**config.mk**
```make
export PLATFORM = sky130hd
export DESIGN_NAME = pclk_gate_ctrl
export DESIGN_NICKNAME = d
export VERILOG_FILES = /design/src/rtl/pcg_pkg.sv /design/src/rtl/pcg_req_filter.sv /design/src/rtl/pcg_wake_timer.sv /design/src/rtl/pcg_bus_resp.sv /design/src/rtl/pclk_gate_ctrl.sv
export SDC_FILE = /design/constraint.sdc
export NUM_CORES = 1
export LEC_CHECK = 0
export BUFFER_PORTS_ARGS = -buffer_cell sky130_fd_sc_hd__buf_4
export CORE_MARGIN = 3
export CORE_UTILIZATION = 37
export CTS_CLUSTER_DIAMETER = 150
export DETAILED_ROUTE_END_ITERATION = 12
export PLACE_DENSITY_LB_ADDON = 0.15
export SYNTH_ARGS = -nofsm -noshare
export SYNTH_HDL_FRONTEND = slang
export SYNTH_HIERARCHICAL = 1
export SYNTH_SLANG_ARGS = --single-unit
```
**constraint.sdc**
```tcl
create_clock -name clk -period 1.64 [get_ports clk]
set_input_delay 0.492 -clock clk [delete_from_list [all_inputs] [get_ports clk]]
set_output_delay 0.492 -clock clk [all_outputs]
set_load 0.005 [all_outputs]
```
**src/rtl/pcg_pkg.sv**
```systemverilog
package pcg_pkg;
  typedef enum logic [1:0] {
    ST_OFF  = 2'b00,
    ST_ON   = 2'b01,
    ST_WAKE = 2'b10,
    ST_AUTO = 2'b11
  } pcg_state_e;

  localparam logic [1:0] CODE_OFF  = 2'b00;
  localparam logic [1:0] CODE_ON   = 2'b01;
  localparam logic [1:0] CODE_RSVD = 2'b10;
  localparam logic [1:0] CODE_AUTO = 2'b11;

  function automatic logic code_ok(input logic [1:0] code);
    return code != CODE_RSVD;
  endfunction

  function automatic int unsigned cnt_width(input int unsigned lat);
    return (lat > 1) ? $clog2(lat) : 1;
  endfunction
endpackage

```
**src/rtl/pcg_req_filter.sv**
```systemverilog
module pcg_req_filter
  import pcg_pkg::*;
(
  input  logic       wr,
  input  logic [1:0] wdata,
  output logic       wr_ok,
  output logic [1:0] wr_code
);
  assign wr_ok   = wr && code_ok(wdata);
  assign wr_code = wdata;
endmodule

```
**src/rtl/pcg_wake_timer.sv**
```systemverilog
module pcg_wake_timer
  import pcg_pkg::*;
#(
  parameter int unsigned WAKE_LAT = 4
) (
  input  logic clk,
  input  logic rst_n,
  input  logic start,
  input  logic run,
  output logic done
);
  localparam int unsigned CW = cnt_width(WAKE_LAT);
  localparam logic [CW-1:0] LAST = CW'(WAKE_LAT - 1);

  logic [CW-1:0] cnt_q;

  always_ff @(posedge clk or negedge rst_n) begin
    if (!rst_n)      cnt_q <= '0;
    else if (start)  cnt_q <= '0;
    else if (run)    cnt_q <= cnt_q + 1'b1;
  end

  assign done = run && (cnt_q == LAST);
endmodule

```
**src/rtl/pcg_bus_resp.sv**
```systemverilog
module pcg_bus_resp
  import pcg_pkg::*;
(
  input  pcg_state_e state,
  input  logic       clk_on_d,
  input  logic       req,
  output logic       ready,
  output logic       err
);
  always_comb begin
    ready = 1'b0;
    err   = 1'b0;
    if (req) begin
      if (state == ST_OFF) begin
        ready = 1'b1;
        err   = 1'b1;
      end else if (state == ST_ON && clk_on_d) begin
        ready = 1'b1;
      end
    end
  end
endmodule

```
**src/rtl/pclk_gate_ctrl.sv**
```systemverilog
module pclk_gate_ctrl
  import pcg_pkg::*;
#(
  parameter int unsigned WAKE_LAT = 4
) (
  input  logic       clk,
  input  logic       rst_n,
  input  logic       cfg_wr,
  input  logic [1:0] cfg_wdata,
  output logic [1:0] stat_state,
  output logic       stat_busy,
  output logic       mod_clk_en,
  output logic       mod_rst_n,
  input  logic       bus_req,
  output logic       bus_ready,
  output logic       bus_err
);
  pcg_state_e state_q, state_d;
  logic       pend_vld_q, pend_vld_d;
  logic [1:0] pend_code_q, pend_code_d;
  logic       clk_on_d_q;
  logic       wr_ok;
  logic [1:0] wr_code;
  logic       wake_start, wake_done;
  logic       apply_vld, apply_now, wake_by_bus;
  logic [1:0] apply_code;

  pcg_req_filter u_filt (
    .wr(cfg_wr), .wdata(cfg_wdata), .wr_ok(wr_ok), .wr_code(wr_code)
  );

  pcg_wake_timer #(.WAKE_LAT(WAKE_LAT)) u_timer (
    .clk(clk), .rst_n(rst_n), .start(wake_start),
    .run(state_q == ST_WAKE), .done(wake_done)
  );

  pcg_bus_resp u_resp (
    .state(state_q), .clk_on_d(clk_on_d_q), .req(bus_req),
    .ready(bus_ready), .err(bus_err)
  );

  // A fresh write beats a held one; held ones exist only right after waking.
  assign apply_vld   = wr_ok || pend_vld_q;
  assign apply_code  = wr_ok ? wr_code : pend_code_q;
  assign wake_by_bus = (state_q == ST_AUTO) && bus_req;
  assign apply_now   = (state_q != ST_WAKE) && !wake_by_bus && apply_vld;

  always_comb begin
    state_d     = state_q;
    wake_start  = 1'b0;
    pend_vld_d  = 1'b0;
    pend_code_d = pend_code_q;
    if (state_q == ST_WAKE || wake_by_bus) begin
      pend_vld_d = pend_vld_q;
      if (wr_ok) begin
        pend_vld_d  = 1'b1;
        pend_code_d = wr_code;
      end
    end
    if (state_q == ST_WAKE) begin
      if (wake_done) state_d = ST_ON;
    end else if (wake_by_bus) begin
      state_d    = ST_WAKE;
      wake_start = 1'b1;
    end else if (apply_now) begin
      case (apply_code)
        CODE_ON: begin
          if (state_q != ST_ON) begin
            state_d    = ST_WAKE;
            wake_start = 1'b1;
          end
        end
        CODE_AUTO: state_d = ST_AUTO;
        default:   state_d = ST_OFF;
      endcase
    end
  end

  always_ff @(posedge clk or negedge rst_n) begin
    if (!rst_n) begin
      state_q     <= ST_OFF;
      pend_vld_q  <= 1'b0;
      pend_code_q <= CODE_OFF;
      clk_on_d_q  <= 1'b0;
      mod_rst_n   <= 1'b0;
    end else begin
      state_q     <= state_d;
      pend_vld_q  <= pend_vld_d;
      pend_code_q <= pend_code_d;
      clk_on_d_q  <= mod_clk_en;
      mod_rst_n   <= 1'b1;
    end
  end

  assign mod_clk_en = (state_q == ST_ON);
  assign stat_state = state_q;
  assign stat_busy  = (state_q == ST_WAKE) || pend_vld_q;
endmodule

```
# --- Yosys cells after proc, flatten, opt, wreduce, memory -nomap -nowiden ---
# Index checks and enable logic that the tools add are counted.
op_classes:
  reduce_logical: 14
  n_addsub: 1
  n_eq_ne: 12
  n_mux: 21
ops:
  columns: ["op", "n"]
  rows:
  - ["two-way mux 2 bit", 8]
  - ["two-way mux 1 bit", 12]
  - ["== test 2 bit, second input constant", 4]
  - ["!= test 2 bit, second input constant", 4]
  - ["logical AND 1 bit", 6]
  - ["== test 2 x 1 -> 1 bit, second input constant", 2]
  - ["!= test 4 x 3 -> 1 bit, second input constant", 1]
  - ["one-hot mux 2 bit (2 select lines)", 1]
  - ["logical OR 1 bit", 3]
  - ["AND reduction 3 bit", 1]
  - ["nonzero test 3 bit", 1]
  - ["adder 2 x 1 -> 2 bit, second input constant", 1]
  - ["zero test 2 bit", 1]
  - ["!= test 2 x 1 -> 1 bit, second input constant", 1]
  - ["nonzero test 2 bit", 1]
  - ["zero test 1 bit", 1]
word_totals:
  reg_bits: 9
  output_inout_bits: 7
  inputBits: 6

# --- Longest topological paths before layout ---
# Gate-level depths: netlist of run 1.
depth:
  word_depth: 9
  ltp_mapped: 6

# --- By module ---
# Netlist of run 1, hierarchy kept.
by_module_without_submodules:
  columns: ["module", "cells_each", "n_inst", "area_per_inst_um2", "seq_area_each_um2"]
  rows:
  - ["pclk_gate_ctrl", 40, 1, 412.9, 175.2]
  - ["pcg_wake_timer", 8, 1, 96.3, 50.0]
  - ["pcg_bus_resp", 4, 1, 30.0, 0.0]
  - ["pcg_req_filter", 4, 1, 26.3, 0.0]

# --- Worst setup path before layout of run 1 ---
# OpenSTA, ideal clock, no wires.
synth_path:
  kind: "input port to flip-flop"
  start: "input port cfg_wdata[0]"
  end: "register u_timer.cnt_q[0]"
  path_buffers: 0
  setup_ns: 0.130
  stages: 6
  arrival_time_ns: 1.584
  setup_slack_ns: -0.074
  cell_sequence: "inv_1 -> a21boi_1 -> and3b_1 -> nor2_1 -> o41ai_2 -> nor2_1"
synth_between:
  elab_chain_len: 9
  elab_cells_between_ends: 12
  classes_between: "2 x eq/ne; 6 x mux; 4 x reduce/logical"
synth_lines:
  columns: ["item", "line", "rtl"]
  rows:
  - ["from (decl)", "pclk_gate_ctrl.sv:9", "input logic [1:0] cfg_wdata,"]
  - ["!= test 2 bit *", "pcg_pkg.sv:15", "return code != CODE_RSVD;"]
  - ["logical AND 1 bit *", "pcg_req_filter.sv:9", "assign wr_ok = wr && code_ok(wdata);"]
  - ["via wr_ok", "pclk_gate_ctrl.sv:22", "logic wr_ok;"]
  - ["two-way mux 2 bit", null, null]
  - ["== test 2 x 1 -> 1 bit", "pclk_gate_ctrl.sv:66", "case (apply_code)"]
  - ["two-way mux 1 bit", "pclk_gate_ctrl.sv:66", null]
  - ["two-way mux 1 bit *", "pclk_gate_ctrl.sv:65", "end else if (apply_now) begin"]
  - ["two-way mux 1 bit *", "pclk_gate_ctrl.sv:62", "end else if (wake_by_bus) begin"]
  - ["two-way mux 1 bit *", "pclk_gate_ctrl.sv:60", "if (state_q == ST_WAKE) begin"]
  - ["via wake_start", "pclk_gate_ctrl.sv:24", "logic wake_start, wake_done;"]
  - ["two-way mux 2 bit or nonzero test 2 bit (tied branches)", null, null]
  - ["to (signal assigned)", "pcg_wake_timer.sv:20", "else if (run) cnt_q <= cnt_q + 1'b1;"]
  - ["to (decl)", "pcg_wake_timer.sv:15", "logic [CW-1:0] cnt_q;"]
# Mark *: on every way through the listed nets, which the timed path passes. The rest lies on a longest branch.
# A chain may end at the register's enable or synchronous reset.

# --- Worst setup path in the final report of run 1 ---
layout_path:
  start: "register state_q[1], in the netlist stat_state[1]"
  end: "output port stat_busy"
layout_between:
  elab_chain_len: 2
layout_lines:
  columns: ["item", "line", "rtl"]
  rows:
  - ["from (decl)", "pclk_gate_ctrl.sv:18", "pcg_state_e state_q, state_d;"]
  - ["from (signal assigned)", "pclk_gate_ctrl.sv:87", "state_q <= state_d;"]
  - ["== test 2 bit", "pclk_gate_ctrl.sv:97", "assign stat_busy = (state_q == ST_WAKE) || pend_vld_q;"]
  - ["logical OR 1 bit", "pclk_gate_ctrl.sv:97", null]
  - ["to (decl)", "pclk_gate_ctrl.sv:11", "output logic stat_busy,"]
# No other way between the ends.

==> impl_metrics.json, run 1 <==
{
  "design_area_um2": 737,
  "post_cts_buffers": 0,
  "maxSlewViolCount": 0,
  "grt_pass1_wl_um": 1780,
  "clkLatencyLatePin_ns": 0.26,
  "cts_buffer_depth": 2,
  "arrival_ns": 1.17,
  "ctsHoldBuffers": 0,
  "start_util": 0.414,
  "drtIter0Drc": 3,
  "synth_ff_type": "dfrtp_1",
  "area_delta_synth_final_pct": 30.3,
  "netlist_top_cells_area": "dfrtp_1 40%, mux2_4 5.3%, mux2_2 4.0%, nor2_1 4.0%, o41ai_2 2.9%",
  "period_share": 1.01,
  "hold_violations": 0,
  "period_minus_slack_ns": 1.66,
  "syn_inst": 56,
  "gp_congestion": 0.779,
  "dpl_cell_area_um2": 703,
  "drv_cap": 0,
  "path_class": "flop to output pin",
  "clk_pin_slew_ns": 0.06,
  "synth.net_count": 63,
  "p_seq_frac": 0.338,
  "power_switching_w": 0.000382,
  "vias": 442,
  "worstSetupEndpointType": "output pin",
  "num_io_pins": 13,
  "yosys_warnings": 6,
  "antenna_found_initial": 0,
  "port_buffers": 12,
  "timing.fmax_mhz": 601,
  "yosys_register_bits": 9,
  "final-setup-viol-count": 1,
  "cp.required_ns": 1.15,
  "cts.sinks": 9,
  "dp_hpwl_um": 889,
  "post_drt_wl_per_cell_um": 12.3,
  "dr.pass1.iters": 2,
  "power_leakage_nw": 0.357,
  "grt.total_usage": 0.123,
  "drive_above_1_share": 0.467,
  "pwr-share-clk": 0.154,
  "ys_seq_area_frac": 0.398,
  "violations": "setup timing",
  "fin_worst_skew_ns": 0.00198,
  "async_flop_share": 1.00,
  "crit_chain": "and2b_1, or2_4, buf_6",
  "fin_hold_ws_ns": 0.0450,
  "synth_edf_count": 0,
  "syn_area_per_cell_um2": 10.1,
  "post-route-util": 0.539,
  "ant_nets": 0,
  "dieHeight_um": 45.1,
  "vdd_drop_max_mv": 0.834,
  "routed_wl_um": 1110,
  "critical-path-slowest-cell": "dfrtp_1",
  "cpPeakStageDelay_ns": 0.40,
  "cp-start-kind": "flop",
  "p_comb_frac": 0.508,
  "layout.nets": 83,
  "rsz0062_at_grt": "true",
  "cts_root_buf": "clkbuf_4",
  "core_mm2": 0.00137,
  "power.density_mw_per_mm2": 1480,
  "n_antenna_cell": 0,
  "hp-class": "input port to asynchronous set/reset pin",
  "status": "finished with violations",
  "h-tree-depth": 1,
  "p_int_w": 0.000706,
  "grt-ovfl-total": 0,
  "yosys.area.top_type": "dfrtp_1",
  "grt_max_degree": 10,
  "worst_slack_ns": -0.0238,
  "avgViaCountPerCell": 4.91,
  "die_w_um": 45.1,
  "power.total_w": 0.00109,
  "drc": 0,
  "synth_area_um2": 566,
  "synth_top_area_share": 0.398,
  "cp_max_fo": 4,
  "tns_ns": -0.0238,
  "grt_pass1_vias": 435,
  "nFillCells": 135,
  "cts_tree": "done",
  "cts_buffers": 3,
  "row_count": 13,
  "swShare": 0.351,
  "die-area_mm2": 0.00203,
  "ys_types": 35
}
path summary, 6_finish.rpt:
path,from,endpoint,slack [ns],cells after the start
min in group clk,stat_state[1]$_DFFE_PN0P_,clk_on_d_q$_DFF_PN0_,0.54,1
max in group asynchronous,rst_n,stat_state[1]$_DFFE_PN0P_,1.46,1
max reg2reg,stat_state[1]$_DFFE_PN0P_,u_timer/cnt_q[1]$_DFFE_PN0P_,0.32,4
min,rst_n,u_timer/cnt_q[0]$_DFFE_PN0P_,0.04,1
min reg2reg,stat_state[1]$_DFFE_PN0P_,clk_on_d_q$_DFF_PN0_,0.54,1
max,stat_state[1]$_DFFE_PN0P_,stat_busy,-0.02,3
power groups by stage:
stage	combinational [W]	sequential, W	clock (W)
after floorplan	0.000362	0.000361	0
after global placement	0.000537	0.000368	0
after detailed placement	0.000545	0.000369	0
after CTS	0.000564	0.000367	0.000177
after global routing	0.000613	0.000378	0.000190
final	0.000553	0.000367	0.000168
area by class of cell:
| type | count | area (um^2) | share of cell area |
|---|---|---|---|
| timing repair buffer | 18 | 139 | 0.188 |
| clock inverter | 1 | 5.00 | 0.00679 |
| multi-input combinational | 41 | 315 | 0.428 |
| inverter | 3 | 11.3 | 0.0153 |
| sequential | 9 | 225 | 0.306 |
| clock buffer | 3 | 22.5 | 0.0306 |
| tap | 15 | 18.8 | 0.0255 |
layout by cell type (no fill, tap or decap), types with 2 or more instances in the layout:
cell type / synthesis / final
mux2_2: 2 / 2
nor2_1: 6 / 6
inv_1: 3 / 3
a31oi_1: 2 / 2
nand3_1: 2 / 2
dfrtp_1: 9 / 9
buf_4: 2 / 17
mux2_4: 2 / 2
clkbuf_4: 0 / 3
nand2_1: 2 / 2
what timing repair did:
item / CTS / global route
pin swaps: 0 / 0
resized for setup: 2 / 0
endpoints found under the setup margin: 2 / 2
metrics by stage:
| stage | setup slack [ns] | instances |
|---|---|---|
| 2_1_floorplan | 0.0720 | 56 |
| 3_3_place_gp | -0.0504 | 86 |
| 3_5_place_dp | -0.0653 | 86 |
| 4_1_cts | -0.0408 | 90 |
| 5_1_grt | -0.0888 | 90 |
| 6_report | -0.0238 | 90 |
critical path: cells and delay by family (launching register included):
| kind | cells | cell delay (ns) |
|---|---|---|
| and+or+nand+nor | 2 | 0.41 |
| DFF | 1 | 0.40 |
| buffers and inverters | 1 | 0.11 |
sequential cells by signal (all words and copies together) (netlist names):
name           count
pend_vld_q         1
mod_rst_n          1
clk_on_d_q         1
pend_code_q        2
u_timer/cnt_q      2
stat_state         2
synth_stat cells (all sizes together) (2+ instances only):
master  count
nand2       3
inv         3
buf         3
nand2b      2
and2        2
mux2        4
a31oi       2
dfrtp       9
o21ai       2
nand3       2
nor2        6
logic make-up (layout without fill, tap and decap cells):
family	after synthesis	in the layout	synth area share
simple gates	22	22	0.228
compound gates	11	11	0.164
flops	9	9	0.398
buf+inv	6	25	0.0553
mux	5	5	0.111
fa+ha+maj	1	1	0.0221
other cells	1	1	0.00663
xor+xnor	1	1	0.0155
metal layers:
metal	up-vias	wire [um]	global-route usage
met1	202	475	0.147
met4	0	0	0.0175
met5	-	0	0
met3	0	98	0.0637
li1	228	-	-
met2	12	533	0.201
Note: power is estimated with default switching activity, not from simulation.
==> run 2: changes to the inputs <==
--- a/config.mk
+++ b/config.mk
@@ -6,11 +6,13 @@
 export NUM_CORES = 1
 export LEC_CHECK = 0
 export BUFFER_PORTS_ARGS = -buffer_cell sky130_fd_sc_hd__buf_4
+export CAP_MARGIN = 20
 export CORE_MARGIN = 3
 export CORE_UTILIZATION = 37
 export CTS_CLUSTER_DIAMETER = 150
 export DETAILED_ROUTE_END_ITERATION = 12
 export PLACE_DENSITY_LB_ADDON = 0.15
+export RECOVER_POWER = 50
 export SYNTH_ARGS = -nofsm -noshare
 export SYNTH_HDL_FRONTEND = slang
 export SYNTH_HIERARCHICAL = 1
==> run 2 against run 1 <==
  * The flow still finishes with violations (setup timing)
  * Worst setup slack about the same
  * Clock-buffer cell count unchanged
  * First-iteration DRC count did not move
  * Critical path depth is the same
  * Non-clock buffer count unchanged
  * Largest cell class unchanged
  * Largest power group unchanged
==> impl_metrics.json, run 2 (synthesized netlist as in run 1, its figures left out) <==
{
  "period_share": 1.01,
  "arrival_ns": 1.17,
  "hold_violations": 0,
  "cp_max_fo": 4,
  "period_minus_slack_ns": 1.66,
  "fin_worst_skew_ns": 0.00198,
  "worstSetupEndpointType": "output pin",
  "start_util": 0.414,
  "ff_latch_area_um2": 225,
  "cts_root_buf": "clkbuf_4",
  "layout.nets": 83,
  "maxSlewViolCount": 0,
  "post_drt_wl_per_cell_um": 12.3,
  "gp_congestion": 0.779,
  "cts_resized": 2,
  "post_cts_buffers": 0,
  "timing.rr.start": "stat_state[1]$_DFFE_PN0P_",
  "dieHeight_um": 45.1,
  "num_io_pins": 13,
  "rsz0062_at_grt": "true",
  "h-tree-depth": 1,
  "final_cell_mix": "16 x buf_4, 9 x dfrtp_1, 6 x nor2_1, 3 x inv_1, 3 x clkbuf_4",
  "violations": "setup timing",
  "cts_tree": "done",
  "avgViaCountPerCell": 4.91,
  "multiInputGateArea_um2": 315,
  "port_buffers": 12,
  "grt_pass1_wl_um": 1780,
  "layout_commonest_cell": "buf_4",
  "grt_pass1_vias": 435,
  "nFillCells": 136,
  "design_area_um2": 733,
  "drtIter0Drc": 3,
  "cts.sinks": 9,
  "n_antenna_cell": 0,
  "ff2ff_setup_slack_ns": 0.32,
  "dr.pass1.iters": 2,
  "power.density_mw_per_mm2": 1480,
  "tns_ns": -0.0238,
  "drv_cap": 0,
  "r2r_cells": 4,
  "drive_above_1_share": 0.453,
  "dpl_cell_area_um2": 703,
  "final-setup-viol-count": 1,
  "cts_buffer_depth": 2,
  "cts_buffers": 3,
  "power_leakage_nw": 0.353,
  "ctsHoldBuffers": 0,
  "vdd_drop_max_mv": 0.834,
  "vias": 442,
  "clk_pin_slew_ns": 0.06,
  "path_class": "flop to output pin",
  "cp-start-kind": "flop",
  "dp_hpwl_um": 889,
  "hp-class": "input port to asynchronous set/reset pin",
  "drc": 0,
  "core_mm2": 0.00137,
  "die-area_mm2": 0.00203,
  "row_count": 13,
  "clkLatencyLatePin_ns": 0.26,
  "status": "finished with violations",
  "grt.total_usage": 0.123,
  "antenna_found_initial": 0,
  "routed_wl_um": 1110,
  "rr_endpoint": "u_timer/cnt_q[1]$_DFFE_PN0P_",
  "area_delta_synth_final_pct": 29.6,
  "worst_slack_ns": -0.0238,
  "cp.required_ns": 1.15,
  "ant_nets": 0,
  "die_w_um": 45.1,
  "grt_max_degree": 10,
  "timing.fmax_mhz": 601,
  "grt-ovfl-total": 0
}
run 2: changes by cell type in the layout (fill, tap and decap cells not counted), sizes merged:
cell    delta
clkbuf     +1
buf        -1
run 2: cell type report:
| type | instances | share of cell area |
|---|---|---|
| clock buffer | 3 | 0.0307 |
| clock inverter | 1 | 0.00683 |
| inverter | 3 | 0.0154 |
| sequential | 9 | 0.307 |
| multi-input combinational | 41 | 0.430 |
| timing repair buffer | 18 | 0.184 |
| tap | 15 | 0.0256 |
run 2: worst max path at each step:
stage	cells past startpoint	to	from
after floorplan	6	u_timer/cnt_q[0]$_DFFE_PN0P_	cfg_wdata[0]
after global placement	7	u_timer/cnt_q[0]$_DFFE_PN0P_	cfg_wdata[0]
after detailed placement	7	u_timer/cnt_q[1]$_DFFE_PN0P_	cfg_wdata[0]
after CTS	3	stat_busy	stat_state[1]$_DFFE_PN0P_
after global routing	3	stat_busy	stat_state[1]$_DFFE_PN0P_
final	3	stat_busy	stat_state[1]$_DFFE_PN0P_
run 2: where the power goes:
| part | switching [W] | internal (W) |
|---|---|---|
| Sequential | 0.0000590 | 0.000308 |
| Combinational | 0.000246 | 0.000306 |
| Clock | 0.0000779 | 0.0000899 |
| Total | 0.000383 | 0.000704 |
run 2: layer usage:
| layer | vias to the layer above | part of all wire | global-route usage |
|---|---|---|---|
| li1 | 228 | - | - |
| met1 | 202 | 0.43 | 0.147 |
| met2 | 12 | 0.48 | 0.201 |
| met3 | 0 | 0.088 | 0.0637 |
| met4 | 0 | 0 | 0.0175 |
| met5 | - | 0 | 0 |
run 2: metrics by stage:
step                      setup slack, ns  hold WS, ns   util  std cells  total power [W]
after floorplan                    0.0720        0.196      -         56         0.000723
after CTS                         -0.0408       0.0396  0.539         90          0.00111
final                             -0.0238        0.164  0.537         90          0.00109
after global placement            -0.0504        0.321  0.515         86         0.000905
after global routing              -0.0888        0.179  0.537         90          0.00118
after detailed placement          -0.0653        0.322  0.515         86         0.000914
run 2: worst max-delay path, stage by stage, from the launching register on:
cell and delay [ns]:
dfrtp_1 0.40, and2b_1 0.18, or2_4 0.23, buf_6 0.11
==> run 3: changes to the inputs <==
--- a/config.mk
+++ b/config.mk
@@ -13,6 +13,8 @@
 export DETAILED_ROUTE_END_ITERATION = 12
 export PLACE_DENSITY_LB_ADDON = 0.15
 export RECOVER_POWER = 50
+export SETUP_SLACK_MARGIN = 0.15
+export SLEW_MARGIN = 20
 export SYNTH_ARGS = -nofsm -noshare
 export SYNTH_HDL_FRONTEND = slang
 export SYNTH_HIERARCHICAL = 1
==> run 3 against run 2 <==
  * Final cell count decreased by 1.1%
  * Routed wire length up 5.6%
  * The flow still finishes with violations (setup timing)
  * Clock-buffer cell count increased by 1
  * Hold slack better by 0.0059 ns
  * Fmax shrank 3.5%
  * Clock skew grew 0.0061 ns
  * Utilization increased by 0.82 points
  * Worst setup slack worse by 0.060 ns
  * Largest power group unchanged
  * Global-route usage is 0.23 points higher
  * Register-to-register slack got worse by 0.10 ns
  * Combinational power up 7.6%
  * Non-clock buffer count shrank 1
==> impl_metrics.json, run 3 (synthesized netlist as in run 1, its figures left out) <==
{
  "start_util": 0.414,
  "core_mm2": 0.00137,
  "cp-start-kind": "flop",
  "p_comb_frac": 0.525,
  "antenna_found_initial": 0,
  "h-tree-depth": 1,
  "rsz0062_at_grt": "true",
  "period_minus_slack_ns": 1.72,
  "drc": 0,
  "layout.nets": 82,
  "avgViaCountPerCell": 5.17,
  "timing.fmax_mhz": 580,
  "final-setup-viol-count": 4,
  "arrival_ns": 1.23,
  "nFillCells": 148,
  "ant_nets": 0,
  "cp.required_ns": 1.15,
  "routed_wl_um": 1170,
  "die-area_mm2": 0.00203,
  "drtIter0Drc": 5,
  "clkLatencyLatePin_ns": 0.26,
  "power.density_mw_per_mm2": 1520,
  "dpl_cell_area_um2": 692,
  "cts_root_buf": "clkbuf_4",
  "die_w_um": 45.1,
  "worst_slack_ns": -0.0834,
  "worst_pin_slew_ns": 0.506,
  "worstSetupEndpointType": "output pin",
  "gp_congestion": 0.771,
  "num_io_pins": 13,
  "p_seq_frac": 0.329,
  "post-route-util": 0.545,
  "cp_max_fo": 4,
  "layout_commonest_cell": "buf_4",
  "drv_cap": 0,
  "grt_pass1_wl_um": 1820,
  "hp-class": "input port to asynchronous set/reset pin",
  "global_route.usage.met1": 0.141,
  "grt-ovfl-total": 0,
  "port_buffers": 12,
  "dp_hpwl_um": 872,
  "period_share": 1.05,
  "path_class": "flop to output pin",
  "power_switching_w": 0.000396,
  "maxSlewViolCount": 0,
  "violations": "setup timing",
  "pwr-share-clk": 0.147,
  "met3_usage": 0.0518,
  "dr.pass1.iters": 4,
  "use_met2": 0.215,
  "post_drt_wl_per_cell_um": 13.1,
  "clk_pin_slew_ns": 0.06,
  "hold_violations": 0,
  "cts_buffer_depth": 2,
  "cts_buffers": 3,
  "multiInputGateArea_um2": 324,
  "slew_headroom": 0.663,
  "grt.total_usage": 0.125,
  "cts_tree": "done",
  "design_area_um2": 744,
  "r2r_cells": 6,
  "p_int_w": 0.000735,
  "vdd_drop_max_mv": 0.754,
  "vias": 460,
  "final_cell_mix": "12 x buf_4, 9 x dfrtp_1, 6 x nor2_1, 4 x buf_6",
  "row_count": 13,
  "grt_max_degree": 10,
  "drive_above_1_share": 0.446,
  "grt_pass1_vias": 433,
  "fin_worst_skew_ns": 0.00810,
  "ff_latch_area_um2": 225,
  "dieHeight_um": 45.1,
  "status": "finished with violations",
  "cts.sinks": 9,
  "power_leakage_nw": 0.354,
  "n_antenna_cell": 0,
  "global_route.peak_usage_layer": "met2",
  "swShare": 0.350,
  "area_delta_synth_final_pct": 31.6
}
==> run 3: changes by cell type in the layout (fill, tap and decap cells not counted), sizes merged <==
cell    previous run  this run
clkbuf             4         5
buf               17        16
clkinv             1         0
==> run 3: area by class of cell <==
class | count | area share
Inverter | 3 | 0.0151
Tap cell | 15 | 0.0252
Timing Repair Buffer | 17 | 0.187
Clock buffer | 4 | 0.0353
Multi-Input combinational cell | 41 | 0.435
Sequential cell | 9 | 0.303
==> run 3: path summary, 6_finish.rpt <==
kind,from,endpoint,slack [ns]
min reg2reg,u_timer/cnt_q[1]$_DFFE_PN0P_,u_timer/cnt_q[1]$_DFFE_PN0P_,0.55
min,rst_n,stat_state[0]$_DFFE_PN0P_,0.17
max reg2reg,stat_state[1]$_DFFE_PN0P_,stat_state[1]$_DFFE_PN0P_,0.22
max,stat_state[1]$_DFFE_PN0P_,stat_busy,-0.08
min in group clk,cfg_wdata[1],pend_code_q[1]$_DFFE_PN0N_,0.53
max in group asynchronous,rst_n,pend_code_q[1]$_DFFE_PN0N_,1.12
==> run 3: power by group through the flow <==
stage | clock [W] | sequential (W) | combinational, W
2_1_floorplan | 0 | 0.000364 | 0.000384
3_3_place_gp | 0 | 0.000370 | 0.000537
3_5_place_dp | 0 | 0.000374 | 0.000546
4_1_cts | 0.000172 | 0.000373 | 0.000587
5_1_grt | 0.000186 | 0.000380 | 0.000649
6_report | 0.000166 | 0.000372 | 0.000594
==> run 3: metrics by stage <==
step	hold WS (ns)	total power [W]	setup TNS [ns]	instances	setup WS [ns]
2_1_floorplan	0.196	0.000748	0	56	0.154
3_3_place_gp	0.325	0.000907	-0.0239	83	-0.0239
3_5_place_dp	0.324	0.000919	-0.0157	83	-0.0157
4_1_cts	0.0488	0.00113	-0.227	88	-0.0956
5_1_grt	0.188	0.00122	-0.385	89	-0.122
6_report	0.170	0.00113	-0.179	89	-0.0834
==> run 3: timing repair <==
action                                  4_1_cts  5_1_grt
hold buffers                                  0        0
setup buffers                                 1        1
endpoints found under the setup margin        4        5
gates resized for setup                       3        1
==> run 3: critical path, cell delays in order, from the launching register on <==
cell and delay, ns:
dfrtp_1 0.41, and2b_2 0.23, or2_4 0.23, buf_6 0.11
==> run 3: layer usage <==
layer	routed length, um	vias up
met5	0	-
met4	0	0
met3	71	0
met2	591	13
met1	507	217
li1	-	230
